$ cat config.mk
export PLATFORM = sky130hd
export DESIGN_NAME = iq_ring_buffer
export DESIGN_NICKNAME = d
export VERILOG_FILES = /design/src/rtl/iqbuf_pkg.sv /design/src/rtl/iqbuf_ctrl.sv /design/src/rtl/iqbuf_store.sv /design/src/rtl/iqbuf_irq.sv /design/src/rtl/iq_ring_buffer.sv
export SDC_FILE = /design/constraint.sdc
export NUM_CORES = 1
export LEC_CHECK = 0
export BUFFER_PORTS_ARGS = -buffer_cell sky130_fd_sc_hd__buf_4
export CORE_MARGIN = 1
export CORE_UTILIZATION = 55
export DETAILED_ROUTE_END_ITERATION = 6
export PLACE_DENSITY_LB_ADDON = 0.25
export SYNTH_ARGS = -nofsm -noshare
export SYNTH_HDL_FRONTEND = slang
export SYNTH_HIERARCHICAL = 1
export SYNTH_SLANG_ARGS = --single-unit
$ cat constraint.sdc
create_clock -name clk -period 5.7 [get_ports clk]
set_clock_uncertainty 0.05 [all_clocks]
set_input_delay 0.57 -clock clk [delete_from_list [all_inputs] [get_ports clk]]
set_output_delay 0.57 -clock clk [all_outputs]
set_load 0.1 [all_outputs]
$ cat src/rtl/iqbuf_pkg.sv
// Package: shared sample format for the circular I/Q buffer.
// Assumes both sample parts use the same width; the packed word puts I on top.
package iqbuf_pkg;
    localparam int IQ_W   = 8;
    localparam int WORD_W = 2 * IQ_W;

    typedef struct packed {
        logic [IQ_W-1:0] i_part;
        logic [IQ_W-1:0] q_part;
    } iq_word_t;
endpackage

$ cat src/rtl/iqbuf_ctrl.sv
// Module: pointer, count and flag control of the circular buffer.
// Decides whether a write or a read is accepted this cycle. Keeps the two
// pointers and the unread count, and the sticky overrun and underflow flags.
// Assumes DEPTH is a power of two, so the pointers wrap by natural overflow.
module iqbuf_ctrl #(
    parameter int DEPTH = 32
) (
    input  logic                       clk,
    input  logic                       rst_n,
    input  logic                       wr_en,
    input  logic                       rd_req,
    input  logic                       flag_clr,
    output logic                       wr_acc,
    output logic                       rd_acc,
    output logic [$clog2(DEPTH)-1:0]   wr_ptr,
    output logic [$clog2(DEPTH)-1:0]   rd_ptr,
    output logic [$clog2(DEPTH):0]     count,
    output logic                       overrun,
    output logic                       underflow
);
    localparam int PTR_W = $clog2(DEPTH);
    localparam int CNT_W = PTR_W + 1;
    localparam logic [CNT_W-1:0] FULL_CNT = CNT_W'(DEPTH);

    logic is_full;
    logic is_empty;

    // Purpose: accept a write only when there is space, and a read only when data is stored.
    always_comb begin
        is_full  = (count == FULL_CNT);
        is_empty = (count == '0);
        wr_acc   = wr_en && !is_full;
        rd_acc   = rd_req && !is_empty;
    end

    // Purpose: move the pointers and keep the unread count for both sides at once.
    always_ff @(posedge clk) begin
        if (!rst_n) begin
            wr_ptr <= '0;
            rd_ptr <= '0;
            count  <= '0;
        end else begin
            if (wr_acc) wr_ptr <= wr_ptr + PTR_W'(1);
            if (rd_acc) rd_ptr <= rd_ptr + PTR_W'(1);
            count <= count + CNT_W'(wr_acc) - CNT_W'(rd_acc);
        end
    end

    // Purpose: sticky error flags; a new event wins over the clear pulse.
    always_ff @(posedge clk) begin
        if (!rst_n) begin
            overrun   <= 1'b0;
            underflow <= 1'b0;
        end else begin
            overrun   <= (overrun && !flag_clr) || (wr_en && is_full);
            underflow <= (underflow && !flag_clr) || (rd_req && is_empty);
        end
    end

    assert_count_bound_R2: assert property (@(posedge clk) disable iff (!rst_n)
        count <= FULL_CNT);

    assert_both_keep_count_R2: assert property (@(posedge clk) disable iff (!rst_n)
        (wr_acc && rd_acc) |=> (count == $past(count)));

    assert_drop_when_full_R5: assert property (@(posedge clk) disable iff (!rst_n)
        (wr_en && is_full && !rd_req) |=> (overrun && count == FULL_CNT));

    assert_overrun_sticky_R6: assert property (@(posedge clk) disable iff (!rst_n)
        (overrun && !flag_clr) |=> overrun);

    assert_underflow_sticky_R6: assert property (@(posedge clk) disable iff (!rst_n)
        (underflow && !flag_clr) |=> underflow);
endmodule

$ cat src/rtl/iqbuf_store.sv
// Module: sample storage with a registered read port.
// Writes the packed word at the write pointer. A read request gives
// rd_valid one cycle later. Its data is the word at the read pointer
// when the read was accepted, or zero when the buffer was empty.
// Assumes the controller never accepts a write into an unread location.
module iqbuf_store #(
    parameter int DEPTH = 32
) (
    input  logic                          clk,
    input  logic                          rst_n,
    input  logic                          wr_acc,
    input  logic [$clog2(DEPTH)-1:0]      wr_ptr,
    input  iqbuf_pkg::iq_word_t           wr_word,
    input  logic                          rd_req,
    input  logic                          rd_acc,
    input  logic [$clog2(DEPTH)-1:0]      rd_ptr,
    output logic                          rd_valid,
    output iqbuf_pkg::iq_word_t           rd_word
);
    iqbuf_pkg::iq_word_t mem [DEPTH];

    // Purpose: store an accepted sample.
    always_ff @(posedge clk) begin
        if (wr_acc) mem[wr_ptr] <= wr_word;
    end

    // Purpose: register the read result; an empty read returns zero.
    always_ff @(posedge clk) begin
        if (!rst_n) begin
            rd_valid <= 1'b0;
            rd_word  <= '0;
        end else begin
            rd_valid <= rd_req;
            rd_word  <= rd_acc ? mem[rd_ptr] : '0;
        end
    end

    assert_read_latency_R4: assert property (@(posedge clk) disable iff (!rst_n)
        rd_req |=> rd_valid);

    assert_idle_no_valid_R4: assert property (@(posedge clk) disable iff (!rst_n)
        !rd_req |=> !rd_valid);
endmodule

$ cat src/rtl/iqbuf_irq.sv
// Module: block-ready interrupt.
// Raises a level interrupt while the unread count is at least BLOCK_LEN.
// Assumes the count is the registered value from the controller.
module iqbuf_irq #(
    parameter int DEPTH     = 32,
    parameter int BLOCK_LEN = 8
) (
    input  logic                      clk,
    input  logic                      rst_n,
    input  logic [$clog2(DEPTH):0]    count,
    input  logic                      wr_acc,
    input  logic                      rd_acc,
    output logic                      blk_irq
);
    localparam int CNT_W = $clog2(DEPTH) + 1;
    localparam logic [CNT_W-1:0] THRESH = CNT_W'(BLOCK_LEN);

    // Purpose: compare the unread count with one block.
    always_comb begin
        blk_irq = (count >= THRESH);
    end

    assert_irq_rise_on_write_R3: assert property (@(posedge clk) disable iff (!rst_n)
        $rose(blk_irq) |-> ($past(wr_acc) && !$past(rd_acc)));

    assert_irq_fall_on_read_R3: assert property (@(posedge clk) disable iff (!rst_n)
        $fell(blk_irq) |-> ($past(rd_acc) && !$past(wr_acc)));
endmodule

$ cat src/rtl/iq_ring_buffer.sv
// Module: top of the circular I/Q sample buffer with block-ready interrupt.
// The front-end writes one complex sample per strobe. The processor reads
// one sample per request with one cycle of latency. Overrun and underflow
// are flagged and held.
// Assumes DEPTH is a power of two and at least 2*BLOCK_LEN.
module iq_ring_buffer #(
    parameter int DEPTH     = 32,
    parameter int BLOCK_LEN = 8
) (
    input  logic                      clk,
    input  logic                      rst_n,
    input  logic                      wr_en,
    input  logic [7:0]                wr_i,
    input  logic [7:0]                wr_q,
    input  logic                      rd_req,
    input  logic                      flag_clr,
    output logic                      rd_valid,
    output logic [15:0]               rd_data,
    output logic [$clog2(DEPTH):0]    fill_level,
    output logic                      blk_irq,
    output logic                      overrun,
    output logic                      underflow
);
    localparam int PTR_W = $clog2(DEPTH);

    logic                 wr_acc;
    logic                 rd_acc;
    logic [PTR_W-1:0]     wr_ptr;
    logic [PTR_W-1:0]     rd_ptr;
    iqbuf_pkg::iq_word_t  wr_word;
    iqbuf_pkg::iq_word_t  rd_word;

    // Purpose: pack the incoming sample and present the read word.
    always_comb begin
        wr_word.i_part = wr_i;
        wr_word.q_part = wr_q;
        rd_data        = rd_word;
    end

    iqbuf_ctrl #(.DEPTH(DEPTH)) ctrl_i (
        .clk       (clk),
        .rst_n     (rst_n),
        .wr_en     (wr_en),
        .rd_req    (rd_req),
        .flag_clr  (flag_clr),
        .wr_acc    (wr_acc),
        .rd_acc    (rd_acc),
        .wr_ptr    (wr_ptr),
        .rd_ptr    (rd_ptr),
        .count     (fill_level),
        .overrun   (overrun),
        .underflow (underflow)
    );

    iqbuf_store #(.DEPTH(DEPTH)) store_i (
        .clk      (clk),
        .rst_n    (rst_n),
        .wr_acc   (wr_acc),
        .wr_ptr   (wr_ptr),
        .wr_word  (wr_word),
        .rd_req   (rd_req),
        .rd_acc   (rd_acc),
        .rd_ptr   (rd_ptr),
        .rd_valid (rd_valid),
        .rd_word  (rd_word)
    );

    iqbuf_irq #(.DEPTH(DEPTH), .BLOCK_LEN(BLOCK_LEN)) irq_i (
        .clk     (clk),
        .rst_n   (rst_n),
        .count   (fill_level),
        .wr_acc  (wr_acc),
        .rd_acc  (rd_acc),
        .blk_irq (blk_irq)
    );

    assert_empty_read_zero_R7: assert property (@(posedge clk) disable iff (!rst_n)
        (rd_req && fill_level == '0) |=> (rd_valid && rd_data == 16'h0000 && underflow));
endmodule

==> implementation parameters, run 1 <==
Parameter                              Value

Setup path
  CP startpoint ... ctrl_i/count[2]
  Required time of the worst setup path ... 5850 ps
  Crit path DAT ... 3270 ps
  R2R Path Start ... ctrl_i/count[2]
  Internal reg-to-reg setup slack ... 2590 ps
  Worst Path Max Fanout ... 16
  Startpoint-to-endpoint class of the critical path ... reg -> reg
  Startpoint Class ... flip-flop
  Critical Path Sink Type ... flip-flop

Layout
  Core utilization of the finished layout ... between 60 and 70%
  Layout Nets ... 1117
  Fraction of layout instances using a drive strength above 1 ... 24.02%
  Commonest non-fill, non-tap cell in the layout ... edfxtp_1
  Most frequent cells in the layout ... edfxtp_1 (512), mux4_2 (91), buf_4 (75), mux2i_1 (64), clkbuf_16 (53)
  Synth-to-layout area growth ... 12.55%

Floorplanning
  Die area ... 0.03932 mm²
  Floorplan die width ... around 200 µm
  Core Rows ... 71
  Initial standard-cell utilization of the core ... 56.14%
  Die Y ... 198.3 µm
  Top-level I/O count ... 47
  Core Footprint ... 0.03776 mm²

Route
  Number of DRC violations after detailed routing ... 0
  Count of nets left with antenna violations after detail routing ... 0
  Detailed Route WL ... ~46 mm
  Post-DR vias/cell ... 6.269
  Detailed-router iteration count before antenna repair ... 5
  Via count ... 10280
  Drt first-iter violations ... 1114
  Post-detailed-route wirelength per cell ... between 20 and 30 µm

Worst hold path
  Hold Path Class ... in -> reg
  Min-Delay Startpoint ... rd_req

CTS
  Resized Gates After CTS ... 0
  CTS Root Cell ... clkbuf_16
  Clock tree buffer depth ... 3
  Clock insertion delay at the later pin of the skew report ... ~600 ps
  CTS tree ... yes
  Buffers inserted by post-CTS timing repair ... 0
  Clock-pin transition on the worst setup and hold timing paths ... ~60 ps
  Hold buffer count at cts ... 0
  CTS Buf Count ... 53
  H-tree depth ... 2
  Clock sink count ... ~550

Logic synthesis
  Register area share after synthesis ... 75.85%
  Commonest register cell after synthesis ... edfxtp_1
  Cell variety after synth ... 45
  Flip-flop and latch count after synthesis ... 547
  Post-synthesis instance total ... 1002
  Yosys warnings ... 6
  Number of synthesized flops with an enable pin ... 512
  Post-synthesis average cell area ... 21.15 µm²
  Async set or reset register ratio after synthesis ... 0%
  Synthesized netlist net count ... 1035
  Area of the mapped netlist ... 0.02119 mm²

Pwr
  Cell area power density ... 412.9 mW/mm²
  Worst vdd rail ir drop ... 0.5528 mV
  Reported leakage power ... about 7.5 nW

STA
  Slew at the pin closest to its max-slew limit ... 1213 ps
  Slew headroom ... 19.05%
  Unrepaired setup endpoints after global routing ... false
  Total negative slack ... 0 ps
  Final setup violating endpoints ... 0
  Hold_ws ... around 210 ps
  Hold Violations, Final ... 0
  Number of pins exceeding their max-slew limit in the final report ... 0
  Fin crit share ... 54.64%
  Minimum period implied by the final worst setup slack ... approximately 3100 ps
  Highest Clock Rate ... 321.1 MHz

Run status
  Run status ... complete, no violations

Placed design
  GP Congestion ... 0.8090
  Port buffer count ... 46
  Hpwl dp ... about 26 mm

GRT
  Largest net degree at the start of global routing ... 61
  Global Route Usage Sum ... 24.38%
  Antenna violations before repair ... 0
  Wire length of the first global-routing pass ... 67.41 mm
  Vias in the first global route ... approximately 10000
  Overflow left after global routing ... 0

Job
  Max-cap viol count ... 0
cell usage after synthesis (7+ instances only):
| cell | count | area share, % |
|---|---|---|
| a221o_1 | 16 | 0.76 |
| a221oi_1 | 11 | 0.45 |
| a22oi_1 | 16 | 0.57 |
| a31oi_1 | 17 | 0.50 |
| and2_1 | 8 | 0.24 |
| buf_2 | 20 | 0.47 |
| buf_4 | 8 | 0.28 |
| clkbuf_1 | 11 | 0.19 |
| dfxtp_1 | 35 | 3.3 |
| edfxtp_1 | 512 | 73 |
| ha_1 | 11 | 0.65 |
| inv_1 | 11 | 0.19 |
| mux2i_1 | 64 | 3.0 |
| mux4_1 | 21 | 2.6 |
| mux4_2 | 91 | 9.7 |
| nand2_1 | 18 | 0.32 |
| nor2_1 | 37 | 0.66 |
| nor2b_1 | 8 | 0.24 |
| o21ai_0 | 19 | 0.45 |
| or3_1 | 7 | 0.21 |
through the flow:
stage / area, µm² / worst slack [ps] / std cells / power (W)
floorplan: 21190 / 2070 / 1002 / 0.006030
global placement: 22120 / 2654 / 1540 / 0.006456
detailed placement: 22120 / 2594 / 1540 / 0.006478
CTS: 23850 / 2602 / 1639 / 0.009913
global route: 23850 / 2466 / 1639 / 0.01016
finish: 23850 / 2586 / 1640 / 0.009849
logic make-up (layout without fill, tap and decap cells):
kind of cell / after synthesis / in the layout / share of synthesized area [%]
adders and majority gates: 12 / 12 / 0.7438
AOI/OAI and AO/OA: 95 / 95 / 3.294
other: 0 / 1 / 0
muxes: 176 / 176 / 15.30
and+or+nand+nor: 105 / 105 / 2.710
DFF: 547 / 547 / 75.85
xor gates and xnor gates: 5 / 5 / 0.2066
buffers and inverters: 62 / 188 / 1.901
final timing paths:
check	cells after the start	end
max	7	store_i/mem[12][4]
min	2	store_i/rd_valid
max reg2reg	7	store_i/mem[12][4]
min reg2reg	2	ctrl_i/rd_ptr[3]
sequential cells by signal, indices dropped and copies added, names as in the netlist:
signal and count:
store_i/mem 512, store_i/rd_word 16, ctrl_i/count 6, ctrl_i/rd_ptr 5, ctrl_i/wr_ptr 5, ctrl_i/overrun 1, ctrl_i/underflow 1, store_i/rd_valid 1
per-layer routing:
| metal | share of wire, % | track usage [%] | vias up |
|---|---|---|---|
| met3 | 8.1 | 3.866 | 71 |
| met2 | 47 | 37.43 | 460 |
| met4 | 2.1 | 7.407 | 0 |
| met1 | 43 | 36.43 | 5399 |
| li1 | - | - | 4351 |
| met5 | 0 | 0 | - |
worst max-delay path, stage by stage, from the launching register on:
cell	delay, ps
dfxtp_1	360
inv_1	80
ha_1	210
and4bb_4	220
nand2b_4	160
inv_1	150
or3b_2	610
nor2_2	870
power breakdown:
| part | total [W] | switching (W) | internal [W] |
|---|---|---|---|
| sequential | 0.00465 | 0.000152 | 0.00450 |
| clock | 0.00346 | 0.00143 | 0.00203 |
| combinational | 0.00174 | 0.00106 | 0.000675 |
final cells by class:
| cell class | count | area [µm²] |
|---|---|---|
| Multi-Input combinational cell | 393 | 4751 |
| Clock buffer | 73 | 1471 |
| Sequential cell | 547 | 16080 |
| Antenna cell | 1 | 2.502 |
| Timing Repair Buffer | 77 | 603.1 |
| Tap cell | 511 | 639.4 |
| Inverter | 12 | 45.04 |
| Clock inverter | 26 | 256.5 |
| Fill cell | 2527 | 13900 |
No activity file was read; power rests on OpenSTA's default activity.
==> run 2, diff against run 1 <==
--- a/config.mk
+++ b/config.mk
@@ -5,6 +5,7 @@
 export SDC_FILE = /design/constraint.sdc
 export NUM_CORES = 1
 export LEC_CHECK = 0
+export ABC_AREA = 1
 export BUFFER_PORTS_ARGS = -buffer_cell sky130_fd_sc_hd__buf_4
 export CORE_MARGIN = 1
 export CORE_UTILIZATION = 55
==> constraint.sdc (replaced) <==
create_clock -name clk -period 3 [get_ports clk]
set_clock_uncertainty 0.05 [all_clocks]
set_input_delay 0.3 -clock clk [delete_from_list [all_inputs] [get_ports clk]]
set_output_delay 0.3 -clock clk [all_outputs]
set_load 0.1 [all_outputs]
==> run 2 against run 1 <==
Sequential power up 86%. Non-clock buffer count rose by 43. First-iteration DRC count grew 33%. Power rose by 99%. Highest routed layer unchanged. Largest power group unchanged. Sequential share of layout area fell by 3.3 points. Combinational power is 150% higher. Die area up 6.1%. Wire length grew 19%. Clock power rose by 91%. Final cell count increased by 59%. Hold slack got worse by 97 ps. Via count increased by 45%.
==> implementation parameters, run 2 <==
Parameter                              Value

Pwr
  Internal ... 0.01352 W
  Share of total power in the clock network ... 33.7%
  Cell area power density ... 782.5 mW/mm²
  Reported leakage power ... 9.317 nW
  Worst vdd rail ir drop ... 0.9970 mV
  Switching part of the total power ... between 30% and 40%
  Switching power ... between 0.006 and 0.007 W
  Part of the total power dissipated in combinational logic ... 22.2%
  Sequential fraction of design power ... 44.1%

Floorplanning
  Core Rows ... 73
  Die area ... 0.04173 mm²
  Initial standard-cell utilization of the core ... roughly 56%
  Core Footprint ... 0.04001 mm²
  Floorplan die width ... 204.3 µm
  Top-level I/O count ... 47
  Die Y ... 204.3 µm

Route
  Detailed-router iteration count before antenna repair ... 6
  Detailed Route WL ... 54.94 mm
  Post-detailed-route wirelength per cell ... around 21 µm
  Count of nets left with antenna violations after detail routing ... 0
  Via count ... 14880
  Drt first-iter violations ... 1481
  Post-DR vias/cell ... 5.716
  Number of DRC violations after detailed routing ... 0

STA
  Final setup violating endpoints ... 0
  Unrepaired setup endpoints after global routing ... false
  Hold Violations, Final ... 0
  Minimum period implied by the final worst setup slack ... between 2000 and 3000 ps
  Final worst setup slack ... ~480 ps
  Number of pins exceeding their max-slew limit in the final report ... 0
  Highest Clock Rate ... 396.2 MHz
  Slew headroom ... 44.00%
  Slew at the pin closest to its max-slew limit ... 840.0 ps
  Fin crit share ... between 80 and 90%

Run status
  Run status ... complete, no violations

Layout
  Most frequent cells in the layout ... nand2_1 (659), edfxtp_1 (512), nand3_1 (366), nor2_1 (164), buf_4 (109)
  Fraction of layout instances using a drive strength above 1 ... 10.15%
  Register containing the most flip-flops in the final layout ... store_i/mem
  Flip-flop count of the largest register after layout ... between 500 and 600
  Synth-to-layout area growth ... 11.43%
  Final antenna diode count ... 0
  Fill cell total of the finished layout ... 3101
  Commonest non-fill, non-tap cell in the layout ... nand2_1
  Layout Nets ... between 2000 and 2500
  Biggest regs ... store_i/mem (512), store_i/rd_word (16), ctrl_i/count (6)
  Core utilization of the finished layout ... 62.68%

Setup path
  Startpoint-to-endpoint class of the critical path ... reg -> reg
  Crit path DAT ... 2740 ps
  Reg2Reg Depth ... 8
  Internal reg-to-reg setup slack ... 480 ps
  Required time of the worst setup path ... 3220 ps
  Worst Path Max Fanout ... 16
  Startpoint Class ... flip-flop
  Critical Path Sink Type ... flip-flop

GRT
  Wire length of the first global-routing pass ... 82.77 mm
  Largest net degree at the start of global routing ... 137
  Vias in the first global route ... 14180
  Overflow left after global routing ... 0
  Antenna violations before repair ... 0
  Global Route Usage Sum ... 26.70%

CTS
  Resized Gates After CTS ... 0
  Clock sink count ... 547
  Clock insertion delay at the later pin of the skew report ... 590 ps
  Clock tree buffer depth ... 3
  H-tree depth ... 2
  CTS tree ... yes
  CTS Root Cell ... clkbuf_16
  CTS Buf Count ... 54
  Clock-pin transition on the worst setup and hold timing paths ... ~60 ps

Worst hold path
  Worst hold path cell count ... 1
  Hold Path Class ... in -> reg

Logic synthesis
  Post-synthesis instance total ... slightly below 2000
  Largest cells by area after synthesis ... edfxtp_1 (68%), nand2_1 (11%), nand3_1 (8.1%)
  Share of the synthesized area in the top cell type ... 68.32%
  Area of the mapped netlist ... 0.02250 mm²
  Yosys warnings ... 6
  Number of synthesized flops with an enable pin ... 512
  Synthesized netlist net count ... 2000
  Post-synthesis average cell area ... 11.44 µm²
  Flip-flop and latch count after synthesis ... 547
  Cell taking the most area after synthesis ... edfxtp_1
  Register area share after synthesis ... 71.44%
  Cell variety after synth ... 27
  Most numerous cell in the Yosys netlist ... nand2_1
  Commonest register cell after synthesis ... edfxtp_1
  Async set or reset register ratio after synthesis ... 0%
  Most common library cells after synthesis ... nand2_1 (659), edfxtp_1 (512), nand3_1 (366)

Placed design
  Pre-CTS setup slack ... 544.6 ps
  Port buffer count ... 46
  GP Congestion ... 0.8781
  Hpwl dp ... 32.04 mm

Job
  Max-cap viol count ... 0
run 2: cell families after synthesis:
kind of cell / share of synthesized area, %
AO/OA/AOI/OAI: 1.257
flip-flops: 71.44
adder cells (fa/ha/maj): 0.7006
buffers and inverters: 4.481
AND/OR/NAND/NOR: 22.12
run 2: layout make-up:
cell class	instances	area, µm²	share of cell area (%)
Clock buffer	74	1540	6.143
Clock inverter	28	209.0	0.8333
Inverter	45	176.4	0.7036
Multi-Input combinational cell	1265	5419	21.61
Sequential cell	547	16080	64.15
Tap cell	525	656.9	2.620
Timing Repair Buffer	120	988.4	3.942
run 2: timing repair:
action                                 4_1_cts  5_1_grt
endpoints found under the hold margin       14        0
hold buffers                                 5        0
setup endpoints to repair                    0        0
setup buffers                                0        0
run 2: metrics by stage:
stage	hold slack [ps]	instance area, µm²	power (W)	instances	setup TNS, ps
global placement	485.4	23270	0.01307	2497	0
global route	124.6	25070	0.02040	2604	0
finish	112.7	25070	0.01962	2604	0
detailed placement	481.5	23270	0.01313	2497	0
floorplan	343.5	22500	0.01208	1967	-40020
CTS	111.3	25070	0.01968	2604	0
run 2: critical path: stages (launching register included):
cell	delay, ps
dfxtp_1	380
inv_1	80
ha_1	240
nand3_2	140
nand2_2	90
inv_2	140
nand3_1	520
nor2_1	270
buf_4	290
run 2: power groups by stage:
stage	combinational (W)	clock [W]	sequential (W)
2_1_floorplan	0.00274	0	0.00934
3_3_place_gp	0.00427	0	0.00881
3_5_place_dp	0.00432	0	0.00882
4_1_cts	0.00435	0.00668	0.00866
5_1_grt	0.00475	0.00697	0.00867
6_report	0.00435	0.00661	0.00866
run 2: worst paths after layout:
check                   start                 end
min reg2reg  ctrl_i/underflow    ctrl_i/underflow
max reg2reg   ctrl_i/count[2]   store_i/mem[0][0]
max           ctrl_i/count[2]   store_i/mem[0][0]
min                   wr_i[1]  store_i/mem[21][9]
run 2: metal layers:
| metal | global-route usage, % | share of wire, % | routed length [µm] | vias to the layer above |
|---|---|---|---|---|
| li1 | - | - | - | 6910 |
| met1 | 36.59 | 41 | 22370 | 7215 |
| met2 | 43.56 | 49 | 26760 | 654 |
| met3 | 3.237 | 7.2 | 3977 | 105 |
| met4 | 10.93 | 3.3 | 1828 | 0 |
| met5 | 0 | 0 | 0 | - |
